<file path="config.mk">
export PLATFORM = sky130hd
export DESIGN_NAME = pwr_clamp_seq
export DESIGN_NICKNAME = d
export VERILOG_FILES = /design/src/rtl/pwr_clamp_pkg.sv /design/src/rtl/pwr_req_slot.sv /design/src/rtl/pwr_use_count.sv /design/src/rtl/pwr_step_seq.sv /design/src/rtl/pwr_clamp_seq.sv
export SDC_FILE = /design/constraint.sdc
export NUM_CORES = 1
export LEC_CHECK = 0
export CAP_MARGIN = 20
export CORE_UTILIZATION = 62
export CTS_CLUSTER_DIAMETER = 100
export DETAILED_ROUTE_END_ITERATION = 16
export PLACE_DENSITY = 0.83
export SYNTH_ARGS = -nofsm -noshare
export SYNTH_HDL_FRONTEND = slang
export SYNTH_SLANG_ARGS = --single-unit
</file>
<file path="constraint.sdc">
create_clock -name clk -period 6.43 [get_ports clk]
set_input_delay 1.286 -clock clk [delete_from_list [all_inputs] [get_ports clk]]
set_output_delay 1.286 -clock clk [all_outputs]
set_load 0.01 [all_outputs]
</file>
<file path="src/rtl/pwr_clamp_pkg.sv">
// Package: shared request encoding for the power clamp sequencer.
// Assumes: nothing beyond SystemVerilog 2017.
package pwr_clamp_pkg;
    typedef enum logic [1:0] {
        REQ_NONE = 2'd0,
        REQ_ON   = 2'd1,
        REQ_OFF  = 2'd2
    } req_e;

    localparam int NUM_STEPS = 4;
endpackage

</file>
<file path="src/rtl/pwr_req_slot.sv">
// Module: pwr_req_slot
// Picks the request to act on this cycle and keeps one request that arrives
// during a sequence. Enable wins over a simultaneous disable.
// Assumes: busy_i is the registered sequencer busy flag.
module pwr_req_slot
    import pwr_clamp_pkg::*;
(
    input  logic clk,
    input  logic rst_n,
    input  logic on_i,
    input  logic off_i,
    input  logic busy_i,
    output req_e take_o
);
    req_e incoming;
    req_e pend_q;

    // Decode the raw pulses; enable has priority
    always_comb begin
        if (on_i)       incoming = REQ_ON;
        else if (off_i) incoming = REQ_OFF;
        else            incoming = REQ_NONE;
    end

    // Offer the held request first when idle, otherwise the incoming one
    always_comb begin
        if (busy_i)                take_o = REQ_NONE;
        else if (pend_q != REQ_NONE) take_o = pend_q;
        else                       take_o = incoming;
    end

    // Fill the slot while busy; refill it from the incoming pulse when it is drained
    always_ff @(posedge clk) begin
        if (!rst_n) begin
            pend_q <= REQ_NONE;
        end else if (busy_i) begin
            if (pend_q == REQ_NONE) pend_q <= incoming;
        end else if (pend_q != REQ_NONE) begin
            pend_q <= incoming;
        end
    end


    slot_kept_chk: assert property (@(posedge clk) disable iff (!rst_n)
        (busy_i && pend_q != REQ_NONE) |=> (pend_q == $past(pend_q)));
endmodule

</file>
<file path="src/rtl/pwr_use_count.sv">
// Module: pwr_use_count
// Tracks how many clients hold the domain and decides whether an accepted
// request starts a sequence, only moves the count, or is refused.
// Assumes: take_i is non-NONE only while the sequencer is idle.
module pwr_use_count
    import pwr_clamp_pkg::*;
#(
    parameter int CNT_W = 4
) (
    input  logic clk,
    input  logic rst_n,
    input  req_e take_i,
    output logic start_up_o,
    output logic start_dn_o,
    output logic fault_o
);
    localparam logic [CNT_W-1:0] CNT_MAX = {CNT_W{1'b1}};
    localparam logic [CNT_W-1:0] CNT_ONE = {{(CNT_W-1){1'b0}}, 1'b1};

    logic [CNT_W-1:0] cnt_q;

    // Only the 0->1 and 1->0 transitions start a sequence
    always_comb begin
        start_up_o = (take_i == REQ_ON)  && (cnt_q == '0);
        start_dn_o = (take_i == REQ_OFF) && (cnt_q == CNT_ONE);
    end

    // Update the count and flag refused requests for one cycle
    always_ff @(posedge clk) begin
        if (!rst_n) begin
            cnt_q   <= '0;
            fault_o <= 1'b0;
        end else begin
            fault_o <= 1'b0;
            if (take_i == REQ_ON) begin
                if (cnt_q == CNT_MAX) fault_o <= 1'b1;
                else                  cnt_q   <= cnt_q + CNT_ONE;
            end else if (take_i == REQ_OFF) begin
                if (cnt_q == '0) fault_o <= 1'b1;
                else             cnt_q   <= cnt_q - CNT_ONE;
            end
        end
    end


    cnt_inc_chk: assert property (@(posedge clk) disable iff (!rst_n)
        (take_i == REQ_ON && cnt_q != CNT_MAX) |=> (cnt_q == $past(cnt_q) + CNT_ONE));

    cnt_underflow_chk: assert property (@(posedge clk) disable iff (!rst_n)
        (take_i == REQ_OFF && cnt_q == '0) |=> (fault_o && cnt_q == '0));

    cnt_overflow_chk: assert property (@(posedge clk) disable iff (!rst_n)
        (take_i == REQ_ON && cnt_q == CNT_MAX) |=> (fault_o && cnt_q == CNT_MAX));
endmodule

</file>
<file path="src/rtl/pwr_step_seq.sv">
// Module: pwr_step_seq
// Runs the four-step timed sequence on the isolation outputs. Step k of a
// sequence lands k*STEP_CYCLES cycles after the start edge.
// Assumes: a start arrives only while busy_o is low; STEP_CYCLES >= 1.
module pwr_step_seq
    import pwr_clamp_pkg::*;
#(
    parameter int STEP_CYCLES = 10000
) (
    input  logic clk,
    input  logic rst_n,
    input  logic start_up_i,
    input  logic start_dn_i,
    output logic busy_o,
    output logic core_down_o,
    output logic clamp_early_o,
    output logic clamp_main_o,
    output logic phy_rst_o
);
    localparam int TW = (STEP_CYCLES < 2) ? 1 : $clog2(STEP_CYCLES);
    localparam logic [TW-1:0] T_RELOAD = TW'(STEP_CYCLES - 1);
    localparam int PW = $clog2(NUM_STEPS);
    localparam logic [PW-1:0] P_LAST = PW'(NUM_STEPS - 1);

    // Bit order: 0 main clamp, 1 early clamp, 2 core down, 3 PHY reset
    logic [NUM_STEPS-1:0] lvl_q;
    logic [TW-1:0]        tmr_q;
    logic [PW-1:0]        phase_q;
    logic                 up_q;

    // Select the output touched by a phase: up goes 0..3, down goes 3..0
    function automatic logic [PW-1:0] step_bit(input logic up, input logic [PW-1:0] ph);
        return up ? ph : (P_LAST - ph);
    endfunction

    // Start a sequence, wait out each step and apply the next output change
    always_ff @(posedge clk) begin
        if (!rst_n) begin
            lvl_q   <= '1;
            tmr_q   <= '0;
            phase_q <= '0;
            up_q    <= 1'b0;
            busy_o  <= 1'b0;
        end else if (start_up_i || start_dn_i) begin
            up_q    <= start_up_i;
            lvl_q[step_bit(start_up_i, '0)] <= ~start_up_i;
            phase_q <= PW'(1);
            tmr_q   <= T_RELOAD;
            busy_o  <= 1'b1;
        end else if (busy_o) begin
            if (tmr_q == '0) begin
                lvl_q[step_bit(up_q, phase_q)] <= ~up_q;
                if (phase_q == P_LAST) begin
                    busy_o <= 1'b0;
                end else begin
                    phase_q <= phase_q + PW'(1);
                    tmr_q   <= T_RELOAD;
                end
            end else begin
                tmr_q <= tmr_q - TW'(1);
            end
        end
    end

    assign clamp_main_o  = lvl_q[0];
    assign clamp_early_o = lvl_q[1];
    assign core_down_o   = lvl_q[2];
    assign phy_rst_o     = lvl_q[3];


    order_chk: assert property (@(posedge clk) disable iff (!rst_n)
        (!lvl_q[0] || lvl_q[1]) && (!lvl_q[1] || lvl_q[2]) && (!lvl_q[2] || lvl_q[3]));

    idle_level_chk: assert property (@(posedge clk) disable iff (!rst_n)
        !busy_o |-> (lvl_q == '0 || lvl_q == '1));

    start_idle_chk: assert property (@(posedge clk) disable iff (!rst_n)
        (start_up_i || start_dn_i) |-> !busy_o);

    busy_step_chk: assert property (@(posedge clk) disable iff (!rst_n)
        $rose(busy_o) |-> (lvl_q != $past(lvl_q)));
endmodule

</file>
<file path="src/rtl/pwr_clamp_seq.sv">
// Module: pwr_clamp_seq (top)
// Reference-counted power clamp sequencer: joins the request slot, the use
// counter and the step sequencer.
// Assumes: en_pulse/dis_pulse are synchronous to clk; reset is synchronous.
module pwr_clamp_seq
    import pwr_clamp_pkg::*;
#(
    parameter int STEP_CYCLES = 10000,
    parameter int CNT_W       = 4
) (
    input  logic clk,
    input  logic rst_n,
    input  logic en_pulse,
    input  logic dis_pulse,
    output logic busy,
    output logic fault,
    output logic core_down,
    output logic clamp_early,
    output logic clamp_main,
    output logic phy_rst
);
    req_e take;
    logic start_up;
    logic start_dn;

    pwr_req_slot u_slot (
        .clk    (clk),
        .rst_n  (rst_n),
        .on_i   (en_pulse),
        .off_i  (dis_pulse),
        .busy_i (busy),
        .take_o (take)
    );

    pwr_use_count #(.CNT_W(CNT_W)) u_count (
        .clk        (clk),
        .rst_n      (rst_n),
        .take_i     (take),
        .start_up_o (start_up),
        .start_dn_o (start_dn),
        .fault_o    (fault)
    );

    pwr_step_seq #(.STEP_CYCLES(STEP_CYCLES)) u_seq (
        .clk           (clk),
        .rst_n         (rst_n),
        .start_up_i    (start_up),
        .start_dn_i    (start_dn),
        .busy_o        (busy),
        .core_down_o   (core_down),
        .clamp_early_o (clamp_early),
        .clamp_main_o  (clamp_main),
        .phy_rst_o     (phy_rst)
    );


    fault_quiet_chk: assert property (@(posedge clk) disable iff (!rst_n)
        fault |-> $stable({core_down, clamp_early, clamp_main, phy_rst}));
endmodule

</file>
# Yosys cells after proc, flatten, opt, wreduce, memory -nomap -nowiden
# Cells that the tools add are included.
# totals
input_bits,4
output_inout_bits,6
reg_bits,29
# op_classes
addsub,5
mux,38
n_eq_ne,11
n_bitwise,4
n_reduce_logical,21
magnitude_cmp,4
# op_table
cell,count
$mux W14,4
$mux W4,7
$mux W2,9
$logic_not A14 Y1,1
$mux W1,14
$sub A14 B1 Y14 const B,1
$reduce_bool A2 Y1,5
$reduce_and A3 Y1,3
$bwmux W4,2
$reduce_and A2 Y1,4
$lt A2 B3 Y1 const B,2
$ne A2 B2 Y1 const B,3
$add A4 B1 Y4 const B,1
$demux W1 S2,2
$eq A2 B2 Y1 const B,2
$eq A4 B1 Y1 const B,1
$eq A4 B4 Y1 const B,1
$ge A2 B1 Y1 const B,2
$logic_and A1 B1 Y1,4
$logic_not A4 Y1,1
$ne A2 B1 Y1 const B,2
$not A1 Y1,4
$sub A4 B1 Y4 const B,1
$ne A3 B2 Y1 const B,1
6 further kinds,6

# Logic depth before layout (Yosys ltp)
# logic_depth
word_depth,13
depth_mapped,8
ltp_nobuf,7

# Hierarchy
# From an unflattened synthesis, not the netlist that was laid out.
# hier_totals
cells_unflattened,198
hier_area_um2,1759.2
# by_module_without_submodules
module,n_inst,cells_each,seq_area_each_um2,area_each_um2
pwr_step_seq,1,140,440.4,1253.7
pwr_use_count,1,41,100.1,380.4
pwr_req_slot,1,17,40.0,125.1

# Worst setup path before layout
# Ideal clock, no wire load.
# synth_timing
path_type,input to register
from,in en_pulse
to,reg u_count.cnt_q[3]
setup_ns,0.072
required_time_ns,6.358
stages,5
t_arrival_ns,2.495
setup_slack_ns,3.863
n_path_buf,0
cell_sequence,or2_2 > and2_1 > or4_1 > a21oi_1 > mux2i_1
# synth_via
elab_chain_cells,6
# synth_lines
item,line,rtl
"start, declared",pwr_clamp_seq.sv:13,"input logic en_pulse,"
$mux W2 (*),pwr_req_slot.sv:20,if (on_i) incoming = REQ_ON;
$mux W2 (*),pwr_req_slot.sv:28,else if (pend_q != REQ_NONE) take_o = pend_q;
$mux W2 (*),pwr_req_slot.sv:27,if (busy_i) take_o = REQ_NONE;
$eq A2 B1 Y1 / $eq A2 B2 Y1 (equally long branches),"pwr_use_count.sv:35, pwr_use_count.sv:38",
"$ne A2 B2 Y1 (no line), or another cell as far along",--,
$reduce_and A3 Y1 (no line),--,
"end signal, assigned",pwr_use_count.sv:37,else cnt_q <= cnt_q + CNT_ONE;
"end signal, assigned",pwr_use_count.sv:40,else cnt_q <= cnt_q - CNT_ONE;
"end, declared",pwr_use_count.sv:20,logic [CNT_W-1:0] cnt_q;
# Every way passes the cells marked *; elsewhere a longest branch is shown, timed or not.
# A chain may end at the register's enable or synchronous reset.

# Worst setup path after layout
# Same ends and word-level chain as after synthesis.

==> results.md <==
- Outcome: completed
- Reg2reg start: u_seq.tmr_q[7]$_SDFFE_PP0P_
- Die ar.: 2730 um^2
- Hold Crit Class: register to register
- # hold bufs at CTS: 0
- Final setup fails: 0
- Syn avg cell area: 8.81 um^2
- Chip width: 52.3 um
- Post-Route Skew: 6.58 ps
- Mapped Cells: 178
- Req. time, crit path: 6700 ps
- Syn Std Cell Area: 1570 um^2
- Root Driver: clkbuf_4
- Initial antenna violation count: 0
- Slowest cell on the critical path: clkdlybuf4s50_1
- Commonest non-fill, non-tap cell in the layout: dfxtp_1
- Startpoint type of the worst setup path: primary input
- Row Count: 17
- Crit path arrival time: 3040 ps
- First-pass GRT wire length: 5.24 mm
- DP HPWL: 2.27 mm
- DR vias/cell: 6.06
- Final nets: 199
- Gpl congestion: 0.832
- Critical-path cell list: clkdlybuf4s50_1, or2_2, and2_1, or4_1, a21oi_1, mux2i_1
- CTS tree: yes
- WL final: 3.13 mm
- Clock sink total: 29
- Clock latency on the worst-skew pair: 330 ps
- CTS Buffer Depth: 2
- Standby leakage power: 0.667 nW
- Boundary pin count: 10
- Ratio of cells with drive above 1 in the final layout: 0.101
- Worst-path maximum fanout: 4
- Slew @ Worst Pin: 773 ps
- Worst hold margin: 491 ps
- Final Max Tran Viols: 0
- Critical path endpoint category: register
- Total grt overflow: 0
- Slew headroom: 0.483
- Hold Path End: u_seq.tmr_q[5]$_SDFFE_PP0P_
- Setup TNS: 0 ps
- Via Count: 1308
- Final hold vios: 0
- Cts bufs inserted: 5
- Achievable Freq: 361 MHz
- Crit share post-route: 0.430
- Top FF cell, synth: dfxtp_1
- Total global-route track usage: 0.272
- Cell Pwr Density: 462 nW/um^2
- Drc violations: 0
- RSZ-0062 raised after global routing: no
- Crit Path Category: primary input to register
- Antenna diodes: 0
- Yosys warning count: 0
- Vias in the first global route: 1191
- Netlist cell types: 48
- Htree depth: 2
- Max IR drop VDD: 0.295 mV
- Port bufs: 9
- 1st-pass router iterations: 7
- RR Endpoint: u_seq.tmr_q[1]$_SDFFE_PN0P_
- Initial drt markers: 44
- Area Overhead vs Synth: 9.34%
- Register-to-register path setup slack: 4030 ps
- Register-to-Register Path Depth: 5
- Clk slew on worst S/H paths: 90 ps
- ANT nets after route: 0
- Core Area: 2300 um^2
- Largest net degree at the start of global routing: 25
- # Max-Cap Violations: 0
- Die H: 52.3 um
- Placed Area: 1660 um^2
- Register area share after synthesis: 0.370
- Post-CTS Resized: 0
- Hold depth: 2
- Average wire per standard cell: 14.5 um
- Hold Crit Start: u_seq.tmr_q[5]$_SDFFE_PP0P_
- Final design utilization: 0.746
- Postcts setup bufs: 0
- Critical path's largest stage delay: 460 ps
- Post-synth EDFFs: 0
- FF+latch count, synth: 29
- Critical Path Source: en_pulse
- Non-Filler Cell Area, Final: 1710 um^2
- Syn_nets: 189
- Initial core utilization: 0.682
- Synth async-reset ratio: 0
- Commonest cells after routing, fill and taps aside: dfxtp_1, nand2_1, nor2_1
- Tmin final: 2770 ps
## state kept, by name, summed over array words and instances, names as in the netlist
| name | flops |
|---|---|
| u_count.cnt_q | 4 |
| u_count.fault_o | 1 |
| u_seq.busy_o | 1 |
| u_seq.lvl_q | 4 |
| u_seq.phase_q | 2 |
| u_seq.tmr_q | 14 |
| u_seq.up_q | 1 |
| u_slot.pend_q | 2 |
## worst max-delay path by stage
stage | cells after the start | endpoint
2_1_floorplan | 5 | u_count.cnt_q[3]$_SDFFE_PN0P_
3_3_place_gp | 6 | u_count.cnt_q[3]$_SDFFE_PN0P_
3_5_place_dp | 6 | u_count.cnt_q[3]$_SDFFE_PN0P_
4_1_cts | 1 | busy
5_1_grt | 6 | u_seq.tmr_q[4]$_SDFFE_PP0P_
6_report | 6 | u_count.cnt_q[3]$_SDFFE_PN0P_
## cell usage after synthesis, types with 3 or more instances
master     n  area [um^2]
ha_1       7         87.6
a21oi_1    6         30.0
nor3_1     4         20.0
dfxtp_1   29          581
nand2_1   17         63.8
o21a_1     4         30.0
nand3_1    5         25.0
mux2i_1    3         30.0
nand3b_1   4         30.0
xnor2_1    5         43.8
clkbuf_1   4         15.0
nor4_1     3         18.8
inv_1      7         26.3
xor2_1     8         70.1
nor2_1    13         48.8
o21ai_0    8         40.0
a21boi_0  11         82.6
## worst max-delay path: cells and delay by family
| kind | cells | cell delay (ps) |
|---|---|---|
| AO/OA/AOI/OAI | 1 | 180 |
| buffers and inverters | 1 | 460 |
| multiplexers | 1 | 180 |
| AND/OR/NAND/NOR | 3 | 930 |
## area by class of cell
cell class                      count  area (um^2)
Clock buffer                        7         55.1
Fill cell                         180          583
Inverter                            7         26.3
Multi-Input combinational cell    136          927
Sequential cell                    29          581
Tap cell                           28         35.0
Timing Repair Buffer                9         90.1
## report_power, final
group | leakage, nW | total [mW] | internal [mW] | switching, mW
Combinational | 0.398 | 0.377 | 0.176 | 0.201
Sequential | 0.238 | 0.302 | 0.238 | 0.0635
Clock | 0.0314 | 0.113 | 0.0515 | 0.0614
Total | 0.667 | 0.792 | 0.466 | 0.326
## cells by family after synthesis
family | synth area share
AND/OR/NAND/NOR | 0.257
AO/OA/AOI/OAI | 0.180
flip-flops | 0.370
XOR/XNOR | 0.0726
buffers and inverters | 0.0383
adder cells (fa/ha/maj) | 0.0559
multiplexers | 0.0263
## metal layers
layer	global-route usage	share of wire	vias to the layer above
met5	0	0	-
met4	0.118	0.016	0
met3	0.104	0.045	7
met2	0.426	0.47	32
met1	0.327	0.47	620
li1	-	-	649
## through the flow
step	total power [mW]	instances	worst slack (ps)
floorplan	0.589	178	3860
global placement	0.651	209	3360
detailed placement	0.675	209	3320
CTS	0.789	216	3660
global route	0.850	216	3570
finish	0.792	216	3660
(Power assumes the default switching activity.)
